==> config.mk <==
export PLATFORM = sky130hd
export DESIGN_NAME = lcd_raster_timer
export DESIGN_NICKNAME = d
export VERILOG_FILES = /design/src/rtl/lcd_raster_pkg.sv /design/src/rtl/lcd_pix_div.sv /design/src/rtl/lcd_axis_seq.sv /design/src/rtl/lcd_raster_timer.sv
export SDC_FILE = /design/constraint.sdc
export NUM_CORES = 1
export LEC_CHECK = 0
export BUFFER_PORTS_ARGS = -buffer_cell sky130_fd_sc_hd__buf_2
export CAP_MARGIN = 5
export CORE_MARGIN = 2
export CORE_UTILIZATION = 48
export CTS_BUF_LIST = sky130_fd_sc_hd__clkbuf_8 sky130_fd_sc_hd__clkbuf_16
export DETAILED_ROUTE_END_ITERATION = 10
export MAX_ROUTING_LAYER = met4
export SYNTH_ARGS = -nofsm -noshare
export SYNTH_HDL_FRONTEND = slang
export SYNTH_SLANG_ARGS = --single-unit
==> constraint.sdc <==
create_clock -name clk -period 12.88 [get_ports clk]
set_clock_uncertainty 0.1 [all_clocks]
set_input_delay 2.576 -clock clk [delete_from_list [all_inputs] [get_ports clk]]
set_output_delay 2.576 -clock clk [all_outputs]
set_load 0.02 [all_outputs]
==> src/rtl/lcd_raster_pkg.sv <==
package lcd_raster_pkg;
  // configuration word selects
  localparam int SEL_CTRL = 0;
  localparam int SEL_HTIM = 1;
  localparam int SEL_VTIM = 2;
  localparam int SEL_CLK  = 3;
  // control word bits
  localparam int CTL_EN_BIT  = 0;
  localparam int CTL_TFT_BIT = 7;
  // timing word field offsets (shared by horizontal and vertical words)
  localparam int SW_LSB = 10;
  localparam int FP_LSB = 16;
  localparam int BP_LSB = 24;
  // clock word polarity field
  localparam int POL_LSB  = 20;
  localparam int POL_HS   = 0;
  localparam int POL_VS   = 1;
  localparam int POL_PCLK = 2;
  localparam int POL_DE   = 3;

  typedef enum logic {ST_IDLE = 1'b0, ST_RUN = 1'b1} run_state_e;
endpackage

==> src/rtl/lcd_pix_div.sv <==
module lcd_pix_div #(
  parameter int DIV_W = 8
) (
  input  logic             clk,
  input  logic             rst_n,
  input  logic             run,
  input  logic             tft,
  input  logic [DIV_W-1:0] div,
  output logic             pix_ce,
  output logic             pclk_raw
);
  localparam logic [DIV_W-1:0] FLOOR_AM = DIV_W'(2);
  localparam logic [DIV_W-1:0] FLOOR_PS = DIV_W'(3);

  logic [DIV_W-1:0] floor_v, eff, half, cnt_q, cnt_d;

  always_comb begin
    floor_v = tft ? FLOOR_AM : FLOOR_PS;
    eff     = (div < floor_v) ? floor_v : div;
    half    = eff >> 1;
  end

  assign pix_ce   = run && (cnt_q == eff - DIV_W'(1));
  assign pclk_raw = run && (cnt_q >= half);

  always_comb begin
    if (!run)        cnt_d = '0;
    else if (pix_ce) cnt_d = '0;
    else             cnt_d = cnt_q + DIV_W'(1);
  end

  always_ff @(posedge clk or negedge rst_n) begin
    if (!rst_n) cnt_q <= '0;
    else        cnt_q <= cnt_d;
  end

  // divided strobe never lasts two cycles (floor is at least 2)
  p_ce_gap_r3: assert property (@(posedge clk) disable iff (!rst_n)
    pix_ce |=> !pix_ce);
  // the clock is high whenever the strobe fires
  p_pclk_high_r9: assert property (@(posedge clk) disable iff (!rst_n)
    pix_ce |-> pclk_raw);
endmodule

==> src/rtl/lcd_axis_seq.sv <==
module lcd_axis_seq #(
  parameter int POS_W = 11,
  parameter int IDX_W = 10
) (
  input  logic             clk,
  input  logic             rst_n,
  input  logic             clr,
  input  logic             step,
  input  logic [POS_W-1:0] sync_len,
  input  logic [POS_W-1:0] back_len,
  input  logic [POS_W-1:0] act_len,
  input  logic [POS_W-1:0] front_len,
  output logic             sync,
  output logic             active,
  output logic             last,
  output logic [IDX_W-1:0] index
);
  logic [POS_W-1:0] pos_q, pos_d, act_start, act_end, total;

  always_comb begin
    act_start = sync_len + back_len;
    act_end   = act_start + act_len;
    total     = act_end + front_len;
  end

  assign last   = (pos_q == total - POS_W'(1));
  assign sync   = (pos_q < sync_len);
  assign active = (pos_q >= act_start) && (pos_q < act_end);
  assign index  = active ? IDX_W'(pos_q - act_start) : '0;

  always_comb begin
    if (clr)       pos_d = '0;
    else if (step) pos_d = last ? '0 : pos_q + POS_W'(1);
    else           pos_d = pos_q;
  end

  always_ff @(posedge clk or negedge rst_n) begin
    if (!rst_n) pos_q <= '0;
    else        pos_q <= pos_d;
  end

  // position stays inside the programmed period
  p_pos_bound_r1: assert property (@(posedge clk) disable iff (!rst_n)
    pos_q < total);
  // a cleared axis restarts at the sync origin
  p_clr_origin_r4: assert property (@(posedge clk) disable iff (!rst_n)
    clr |=> (pos_q == '0));
endmodule

==> src/rtl/lcd_raster_timer.sv <==
module lcd_raster_timer
  import lcd_raster_pkg::*;
#(
  parameter int ACT_W   = 10,
  parameter int SW_W    = 6,
  parameter int PORCH_W = 8,
  parameter int DIV_W   = 8,
  parameter int POL_W   = 6,
  parameter int DATA_W  = 32
) (
  input  logic              clk,
  input  logic              rst_n,
  input  logic              cfg_we,
  input  logic [1:0]        cfg_sel,
  input  logic [DATA_W-1:0] cfg_wdata,
  output logic              pix_ce,
  output logic              pclk,
  output logic              hsync,
  output logic              vsync,
  output logic              de,
  output logic [ACT_W-1:0]  pix_cnt,
  output logic [ACT_W-1:0]  line_cnt,
  output logic              frame_done
);
  localparam int GRP_W = ACT_W + SW_W + 2 * PORCH_W;
  localparam int CLK_W = DIV_W + POL_W;
  localparam int POS_W = $clog2((1 << ACT_W) + (1 << SW_W) + (2 << PORCH_W) + 1);
  localparam int O_SW  = ACT_W;
  localparam int O_FP  = ACT_W + SW_W;
  localparam int O_BP  = ACT_W + SW_W + PORCH_W;

  // reset: asynchronous assert, synchronous release
  logic [1:0] rst_pipe;
  logic       srst_n;
  always_ff @(posedge clk or negedge rst_n) begin
    if (!rst_n) rst_pipe <= '0;
    else        rst_pipe <= {rst_pipe[0], 1'b1};
  end
  assign srst_n = rst_pipe[1];

  // configuration registers
  logic             en_q, en_d, tft_q, tft_d;
  logic [GRP_W-1:0] h_q, h_d, v_q, v_d, tim_word;
  logic [CLK_W-1:0] ck_q, ck_d;

  assign tim_word = {cfg_wdata[BP_LSB +: PORCH_W], cfg_wdata[FP_LSB +: PORCH_W],
                     cfg_wdata[SW_LSB +: SW_W], cfg_wdata[ACT_W-1:0]};

  always_comb begin
    en_d = en_q; tft_d = tft_q; h_d = h_q; v_d = v_q; ck_d = ck_q;
    if (cfg_we) begin
      if (cfg_sel == 2'(SEL_CTRL)) begin
        en_d  = cfg_wdata[CTL_EN_BIT];
        tft_d = cfg_wdata[CTL_TFT_BIT];
      end
      if (cfg_sel == 2'(SEL_HTIM)) h_d = tim_word;
      if (cfg_sel == 2'(SEL_VTIM)) v_d = tim_word;
      if (cfg_sel == 2'(SEL_CLK))
        ck_d = {cfg_wdata[POL_LSB +: POL_W], cfg_wdata[DIV_W-1:0]};
    end
  end

  always_ff @(posedge clk or negedge srst_n) begin
    if (!srst_n) begin
      en_q <= 1'b0; tft_q <= 1'b0; h_q <= '0; v_q <= '0; ck_q <= '0;
    end else begin
      en_q <= en_d; tft_q <= tft_d; h_q <= h_d; v_q <= v_d; ck_q <= ck_d;
    end
  end

  // run state and frame-start shadow copies
  run_state_e       st_q, st_d;
  logic             run, h_last, v_last, frame_end, frame_wrap, load_sh, done_d;
  logic             sh_tft;
  logic [GRP_W-1:0] sh_h, sh_v;
  logic [CLK_W-1:0] sh_ck;

  assign run        = (st_q == ST_RUN);
  assign frame_end  = pix_ce && h_last && v_last;
  assign frame_wrap = run && frame_end && en_q;
  assign load_sh    = !run || frame_wrap;
  assign done_d     = run && frame_end && !en_q;

  always_comb begin
    st_d = st_q;
    if (!run && en_q) st_d = ST_RUN;
    if (done_d)       st_d = ST_IDLE;
  end

  always_ff @(posedge clk or negedge srst_n) begin
    if (!srst_n) begin
      st_q <= ST_IDLE; frame_done <= 1'b0;
      sh_tft <= 1'b0; sh_h <= '0; sh_v <= '0; sh_ck <= '0;
    end else begin
      st_q       <= st_d;
      frame_done <= done_d;
      if (load_sh) begin
        sh_tft <= tft_q; sh_h <= h_q; sh_v <= v_q; sh_ck <= ck_q;
      end
    end
  end

  // decoded lengths: horizontal all minus-one, vertical porches plain
  logic [POS_W-1:0] h_sw, h_bp, h_act, h_fp, v_sw, v_bp, v_act, v_fp;
  always_comb begin
    h_act = POS_W'(sh_h[ACT_W-1:0]) + POS_W'(1);
    h_sw  = POS_W'(sh_h[O_SW +: SW_W]) + POS_W'(1);
    h_fp  = POS_W'(sh_h[O_FP +: PORCH_W]) + POS_W'(1);
    h_bp  = POS_W'(sh_h[O_BP +: PORCH_W]) + POS_W'(1);
    v_act = POS_W'(sh_v[ACT_W-1:0]) + POS_W'(1);
    v_sw  = POS_W'(sh_v[O_SW +: SW_W]) + POS_W'(1);
    v_fp  = POS_W'(sh_v[O_FP +: PORCH_W]);
    v_bp  = POS_W'(sh_v[O_BP +: PORCH_W]);
  end

  logic             pclk_raw, h_sync, h_active, v_sync, v_active;
  logic [ACT_W-1:0] h_idx, v_idx;

  lcd_pix_div #(.DIV_W(DIV_W)) u_div (
    .clk(clk), .rst_n(srst_n), .run(run), .tft(sh_tft),
    .div(sh_ck[DIV_W-1:0]), .pix_ce(pix_ce), .pclk_raw(pclk_raw));

  lcd_axis_seq #(.POS_W(POS_W), .IDX_W(ACT_W)) u_hax (
    .clk(clk), .rst_n(srst_n), .clr(!run), .step(pix_ce),
    .sync_len(h_sw), .back_len(h_bp), .act_len(h_act), .front_len(h_fp),
    .sync(h_sync), .active(h_active), .last(h_last), .index(h_idx));

  lcd_axis_seq #(.POS_W(POS_W), .IDX_W(ACT_W)) u_vax (
    .clk(clk), .rst_n(srst_n), .clr(!run), .step(pix_ce && h_last),
    .sync_len(v_sw), .back_len(v_bp), .act_len(v_act), .front_len(v_fp),
    .sync(v_sync), .active(v_active), .last(v_last), .index(v_idx));

  // outputs with polarity
  logic             hs_raw, vs_raw, de_raw;
  logic [POL_W-1:0] pol;
  logic             unused_pol;
  assign pol        = sh_ck[DIV_W +: POL_W];
  assign unused_pol = ^pol[POL_W-1:POL_DE+1];
  assign hs_raw     = run && h_sync;
  assign vs_raw     = run && v_sync;
  assign de_raw     = run && h_active && v_active;

  assign hsync    = hs_raw   ^ pol[POL_HS];
  assign vsync    = vs_raw   ^ pol[POL_VS];
  assign pclk     = pclk_raw ^ pol[POL_PCLK];
  assign de       = de_raw   ^ pol[POL_DE];
  assign pix_cnt  = de_raw ? h_idx : '0;
  assign line_cnt = (run && v_active) ? v_idx : '0;

  // visible data never overlaps a sync phase
  p_de_excl_sync_r1: assert property (@(posedge clk) disable iff (!srst_n)
    de_raw |-> (!hs_raw && !vs_raw));
  // frame_done is a single-cycle pulse
  p_done_pulse_r5: assert property (@(posedge clk) disable iff (!srst_n)
    frame_done |=> !frame_done);
  // frame_done only follows a cleared enable
  p_done_cause_r5: assert property (@(posedge clk) disable iff (!srst_n)
    frame_done |-> !$past(en_q));
  // a stopped raster produces no strobe and no data window
  p_idle_quiet_r5: assert property (@(posedge clk) disable iff (!srst_n)
    !run |-> (!pix_ce && !de_raw));
  // shadow timing holds for the whole frame
  p_shadow_hold_r7: assert property (@(posedge clk) disable iff (!srst_n)
    (run && !frame_wrap) |=> ($stable(sh_h) && $stable(sh_v) && $stable(sh_ck)));
endmodule

* After elaboration in Yosys (flattened, before gate mapping)
Index checks and enable logic that the tools add are counted.
** Storage, ports and cells
- Flip-flop bits (word level) :: 189
- Latch bits :: 0
- Bits in writable memories :: 0
- ROM bits :: 0
- Output and inout bits :: 26
- Logic and storage cells :: 95
- Memories kept :: 0
** Cells by class
- Add/sub/neg operators :: 20
- $mul :: 0
- Div/mod/pow operators :: 0
- Order comparisons :: 8
- Equal/unequal tests :: 8
- Shift operators :: 0
- Multiplexer cells :: 16
- Bitwise operators :: 4
- Reductions and logical operators :: 24
** Operator list (count)
- 11-bit 2-to-1 mux :: 6
- 10-bit 2-to-1 mux :: 4
- 8-bit 2-to-1 mux :: 3
- 10-bit by 1-bit adder with 11-bit output, second input constant :: 2
- 11-bit by 1-bit adder with 11-bit output, second input constant :: 2
- 11-bit adder :: 2
- 11-bit == test :: 2
- 11-bit < comparator :: 2
- 11-bit by 7-bit < comparator with 1-bit output :: 2
- 11-bit by 1-bit subtractor with 11-bit output, second input constant :: 2
- 10-bit subtractor :: 2
- 8-bit by 1-bit adder with 9-bit output, second input constant :: 2
- 1-bit logical AND :: 15
- 6-bit by 1-bit adder with 7-bit output, second input constant :: 2
- 11-bit by 8-bit adder with 11-bit output :: 1
- 11-bit by 9-bit adder with 11-bit output :: 1
- 11-bit by 10-bit >= comparator with 1-bit output :: 1
- 11-bit by 9-bit >= comparator with 1-bit output :: 1
- 7-bit by 9-bit adder with 10-bit output :: 1
- 7-bit by 8-bit adder with 9-bit output :: 1
- 8-bit by 1-bit adder with 8-bit output, second input constant :: 1
- 8-bit == test :: 1
- 8-bit by 7-bit >= comparator with 1-bit output :: 1
- 8-bit by 2-bit < comparator with 1-bit output :: 1
- other kinds (12) :: 22

* Longest topological paths before layout
- Depth after elaboration :: 11
- Depth in mapped cells :: 28
- Depth with buffers taken out :: 25

* By module
Synthesis repeated with hierarchy kept, for this count alone.
** Second synthesis, totals
- Cell total of the unflattened synthesis :: 1377
- Area total of the unflattened synthesis :: 14142.3 sq um
** By module, submodules not included
- lcd_raster_timer :: times used 1, cells an instance 478, area an instance 6942.9 sq um
- lcd_axis_seq (u_vax) :: times used 1, cells an instance 424, area an instance 3319.4 sq um
- lcd_axis_seq (u_hax) :: times used 1, cells an instance 384, area an instance 3062.9 sq um
- lcd_pix_div :: times used 1, cells an instance 91, area an instance 817.0 sq um

* Least setup slack after synthesis
OpenSTA, ideal clock, no wires.
- Path kind :: register -> output
- Start point :: register sh_h[10]
- End point :: output pix_cnt[2]
- Data arrival time :: 5.169 ns
- Required time :: 10.204 ns
- Slack :: 5.035 ns
- Stages on the path, launching flop included :: 21
- Buffers on the path :: 1
- Cells stage by stage :: dfrtp_1 > ha_1 > fa_1 > ha_1 > nor2b_1 > o21a_1 > or2_2 > a21o_1 > a21o_1 > a21o_1 > a21o_1 > xor2_1 > inv_1 > ha_1 > a2111oi_0 > o21ai_0 > a311oi_1 > o21ai_0 > or3_1 > clkbuf_1 > nor3_1
** On the way
- Cells in the longest elaborated chain, start to end :: 8
** RTL lines
- start: declaration :: line lcd_raster_timer.sv:75 : logic [GRP_W-1:0] sh_h, sh_v;
- start signal: assignment :: line lcd_raster_timer.sv:98 : sh_tft <= tft_q; sh_h <= h_q; sh_v <= v_q; sh_ck <= ck_q;
- 6-bit by 1-bit adder with 7-bit output (*) :: line lcd_raster_timer.sv:107 : h_sw = POS_W'(sh_h[O_SW +: SW_W]) + POS_W'(1);
- 7-bit by 9-bit adder with 10-bit output (*) :: line lcd_axis_seq.sv:21 : act_start = sync_len + back_len;
- 11-bit adder :: line lcd_axis_seq.sv:22 : act_end = act_start + act_len;
- 11-bit < comparator :: line lcd_axis_seq.sv:28 : assign active = (pos_q >= act_start) && (pos_q < act_end);
- 1-bit logical AND :: line lcd_axis_seq.sv:28
- 1-bit logical AND (2 in series) :: line lcd_raster_timer.sv:141 : assign de_raw = run && h_active && v_active;
- 10-bit 2-to-1 mux (*) :: line lcd_raster_timer.sv:147 : assign pix_cnt = de_raw ? h_idx : '0;
- end: declaration :: line lcd_raster_timer.sv:21 : output logic [ACT_W-1:0] pix_cnt,
Mark *: on every way between the ends. The rest lies on a longest branch, timed or not.

* Worst setup path after layout
- Start point :: register sh_v[10]
- End point :: output de
** On the way
- Cells in the longest elaborated chain, start to end :: 7
** RTL lines
- start: declaration :: line lcd_raster_timer.sv:75
- start signal: assignment :: line lcd_raster_timer.sv:98
- 6-bit by 1-bit adder with 7-bit output (*) :: line lcd_raster_timer.sv:111 : v_sw = POS_W'(sh_v[O_SW +: SW_W]) + POS_W'(1);
- 7-bit by 8-bit adder with 9-bit output (*) :: line lcd_axis_seq.sv:21
- 11-bit adder :: line lcd_axis_seq.sv:22
- 11-bit < comparator :: line lcd_axis_seq.sv:28
- 1-bit logical AND (*) :: line lcd_axis_seq.sv:28
- 1-bit logical AND (*) :: line lcd_raster_timer.sv:141
- 1-bit bitwise XOR (*) :: line lcd_raster_timer.sv:146 : assign de = de_raw ^ pol[POL_DE];
- end: declaration :: line lcd_raster_timer.sv:20 : output logic de,
Marked as above.

==> flow_metrics.env <==
export IMPL_period_share_pct=67.9
export IMPL_die_area_sq_um=27800
export IMPL_die_x_um=167
export IMPL_floorplan_initialDensity_pct=48.8
export IMPL_antenna_found_initial=1
export IMPL_synth_fp_nets=1349
export IMPL_cp_start_kind="register"
export IMPL_ys_types=80
export IMPL_cap_violations=0
export IMPL_fin_crit_ns=8.75
export IMPL_synth_area_top_cells="dfrtp_1 37%, ha_1 11%, mux2_2 11%, xnor2_1 4.1%, mux2_4 3.5%"
export IMPL_hold_viol_final=0
export IMPL_cts_buffer_depth=2
export IMPL_vias=8814
export IMPL_grt_pass1_vias=8679
export IMPL_antennaDiodeCount=0
export IMPL_slew_viol_final=0
export IMPL_drt_iter0_drc=511
export IMPL_synth_edf_count=0
export IMPL_critical_path_max_stage_delay_ns=0.62
export IMPL_cp_arrival_ns=6.07
export IMPL_port_buffers=62
export IMPL_place_inst=1561
export IMPL_dr_pass1_iters=5
export IMPL_finalSetupViolCount=0
export IMPL_grt_pass1_wl_mm=48.0
export IMPL_htree_num_levels=4
export IMPL_status="completed"
export IMPL_cp_max_fo=11
export IMPL_route_detailed_drc=0
export IMPL_root_buffer="clkbuf_16"
export IMPL_dieHeight_um=167
export IMPL_fin_setup_tns_ns=0
export IMPL_synth_top_area_share_pct=37.3
export IMPL_final_nets=1406
export IMPL_area_growth_pct=9.38
export IMPL_synth_async_sr_flop_share_pct=100
export IMPL_cpLargestDelayFamily="adder cells"
export IMPL_numClockSinks=189
export IMPL_worst_ep_required_time_ns=10.20
export IMPL_post_place_ws_ns=4.61
export IMPL_design_core_area_sq_um=26000
export IMPL_ys_seq_area_share_pct=37.3
export IMPL_clock_latency_ns=0.43
export IMPL_num_fill_cells=2336
export IMPL_critical_path_slowest_cell="or3_1"
export IMPL_fmax_mhz=114
export IMPL_cts_buffers=17
export IMPL_syn_area_sq_um=12700
export IMPL_min_path_type="register to register"
export IMPL_rows=59
export IMPL_ant_nets=0
export IMPL_routed_wl_mm=29.2
export IMPL_grt_overflow=0
export IMPL_rsz0062_at_grt="no"
export IMPL_syn_avg_cell_area_sq_um=10.7
export IMPL_ys_warn_count=0
export IMPL_min_from="rst_pipe[0]$_DFF_PN0_"
export IMPL_place_congestion=0.882
export IMPL_grt_usage_pct=22.3
export IMPL_timing_rr_start="sh_v[10]$_DFFE_PN0P_"
export IMPL_ys_flop_type="dfrtp_1"
export IMPL_post_cts_resized=0
export IMPL_tightest_slew_ns=1.05
export IMPL_cts_hold_buf=0
export IMPL_grt_max_degree=74
export IMPL_hpwl_mm=22.2
export IMPL_end_kind="primary output"
export IMPL_vias_per_cell=5.53
export IMPL_ys_ff_latch=189
export IMPL_cts_tree="built"
export IMPL_wire_per_inst_um=18.3
export IMPL_synth_top_area_cell="dfrtp_1"
export IMPL_worst_path_buf_inv=1
export IMPL_r2r_slack_ns=5.05
export IMPL_layout_drive_gt1_share_pct=22.3
export IMPL_syn_inst=1188
export IMPL_post_cts_buffers=0
export IMPL_layout_setup_ws_ns=4.13
export IMPL_final_cells=1593
export IMPL_io_pins=63
export IMPL_critPathKind="register to primary output"
export IMPL_crit_path_start="sh_v[10]$_DFFE_PN0P_"
export IMPL_slew_headroom_pct=29.7
export IMPL_fin_util_pct=53.4
export IMPL_crit_chain="ha_1, fa_1, a21oi_1, nor2_1, nor2_1, o21bai_1, a21oi_1, xnor2_1, ha_1, o21ai_0, nand2b_1, a31oi_2, xor2_2, ha_1, nand2_1, a21oi_1, a311oi_1, maj3_1, o21ai_0, or3_1, xnor2_1, buf_2"
export IMPL_clk_pin_slew_ns=0.08
worst paths after layout:
path / to / cells after the start
min in group asynchronous: v_q[9]$_DFFE_PN0P_ / 0
setup / recovery: de / 22
hold reg to reg: rst_pipe[1]$_DFF_PN0_ / 0
max in group asynchronous: sh_h[14]$_DFFE_PN0P_ / 2
setup reg to reg: sh_v[20]$_DFFE_PN0P_ / 24
hold / removal: rst_pipe[1]$_DFF_PN0_ / 0
through the flow:
stage	area [sq um]	hold WS (ns)
6_report	13900	0.258
4_1_cts	13900	0.261
2_1_floorplan	12700	0.231
3_3_place_gp	13300	0.245
5_1_grt	13900	0.263
3_5_place_dp	13300	0.242
state kept, by name, summed over array words and instances (netlist names):
signal,count
h_q,32
sh_ck,12
u_hax.pos_q,11
run,1
sh_tft,1
sh_h,32
rst_pipe,2
sh_v,32
en_q,1
ck_q,12
tft_q,1
v_q,32
frame_done,1
u_div.cnt_q,8
u_vax.pos_q,11
per-layer routing:
layer	part of all wire, %	vias to the layer above	GRT usage, %
met5	0	-	-
li1	-	4331	-
met4	0.57	0	3.15
met2	44	130	33.4
met1	52	4340	33.1
met3	2.8	13	2.71
cells in the final DEF (no fill, tap or decap), types with 7 or more instances in the layout:
cell / count
nor3b_1: 9
buf_2: 62
inv_1: 99
mux2_2: 125
xor2_1: 41
nor3_1: 20
a21o_1: 36
nand2_1: 35
o21bai_1: 9
fa_1: 8
mux2_4: 30
xnor2_1: 59
nand3b_1: 7
nor4_1: 9
clkbuf_16: 17
and3_1: 25
a21oi_1: 52
o21a_1: 16
nor2_1: 50
dfrtp_1: 188
o21ai_0: 40
nand3_1: 38
nand2b_1: 19
nor2b_1: 20
ha_1: 116
layout make-up:
type	instances	area, sq um	area share [%]
repair buffers	68	355	2.56
clock buffers	17	425	3.06
well taps	335	419	3.02
clock inverters	15	178	1.28
multi-input cells	870	7400	53.3
inverters	99	372	2.68
flip-flops and latches	189	4730	34.1
synthesized netlist by cell type (5+ instances only):
cell and count:
o21bai_1 9, inv_1 99, xnor2_1 59, nor4_1 9, nor3b_1 9, and3_1 25
mux2_2 125, ha_1 116, a21oi_1 52, xor2_1 41, o31a_1 5, nand3b_1 7
nor2b_1 20, mux2_4 30, fa_1 8, o31ai_1 6, o21ai_0 40, dfrtp_1 189
nand3_1 38, nor2_1 50, o21ai_1 5, and2_1 5, nand2b_1 19, o21a_1 16
or2_2 5, buf_4 6, clkbuf_1 14, nand2_1 35, a21o_1 36, nor3_1 20
worst register-to-register path, cell delays in order (launching register included):
cell      delay [ns]
dfrtp_1         0.44
ha_1            0.37
fa_1            0.44
a21oi_1         0.14
nor2_1          0.05
nor2_1          0.14
xnor2_1         0.20
ha_1            0.34
o21ai_1         0.14
o21bai_1        0.08
a21oi_1         0.17
xor2_1          0.40
xor2_1          0.19
ha_1            0.46
and3_1          0.22
a21boi_0        0.56
a211o_1         0.23
a21oi_1         0.09
xnor2_1         0.18
nor4_1          0.44
o31a_1          0.37
and2_1          0.26
a41o_4          0.36
buf_4           0.84
mux2_2          0.47
cells by family (layout without fill, tap and decap cells):
| logic type | after synthesis | count (layout) | synth area share (%) |
|---|---|---|---|
| buffers and inverters | 129 | 199 | 4.53 |
| AND/OR/NAND/NOR | 259 | 259 | 11.1 |
| other | 1 | 1 | 0.0295 |
| flip-flops | 189 | 189 | 37.3 |
| adder cells (fa/ha/maj) | 126 | 126 | 12.9 |
| multiplexers | 159 | 159 | 15.0 |
| XOR/XNOR | 102 | 102 | 7.21 |
| AO/OA/AOI/OAI | 223 | 223 | 12.1 |
Power is not shown: default switching activity piles up to over one toggle a cycle in this logic, so the estimate is an artifact.
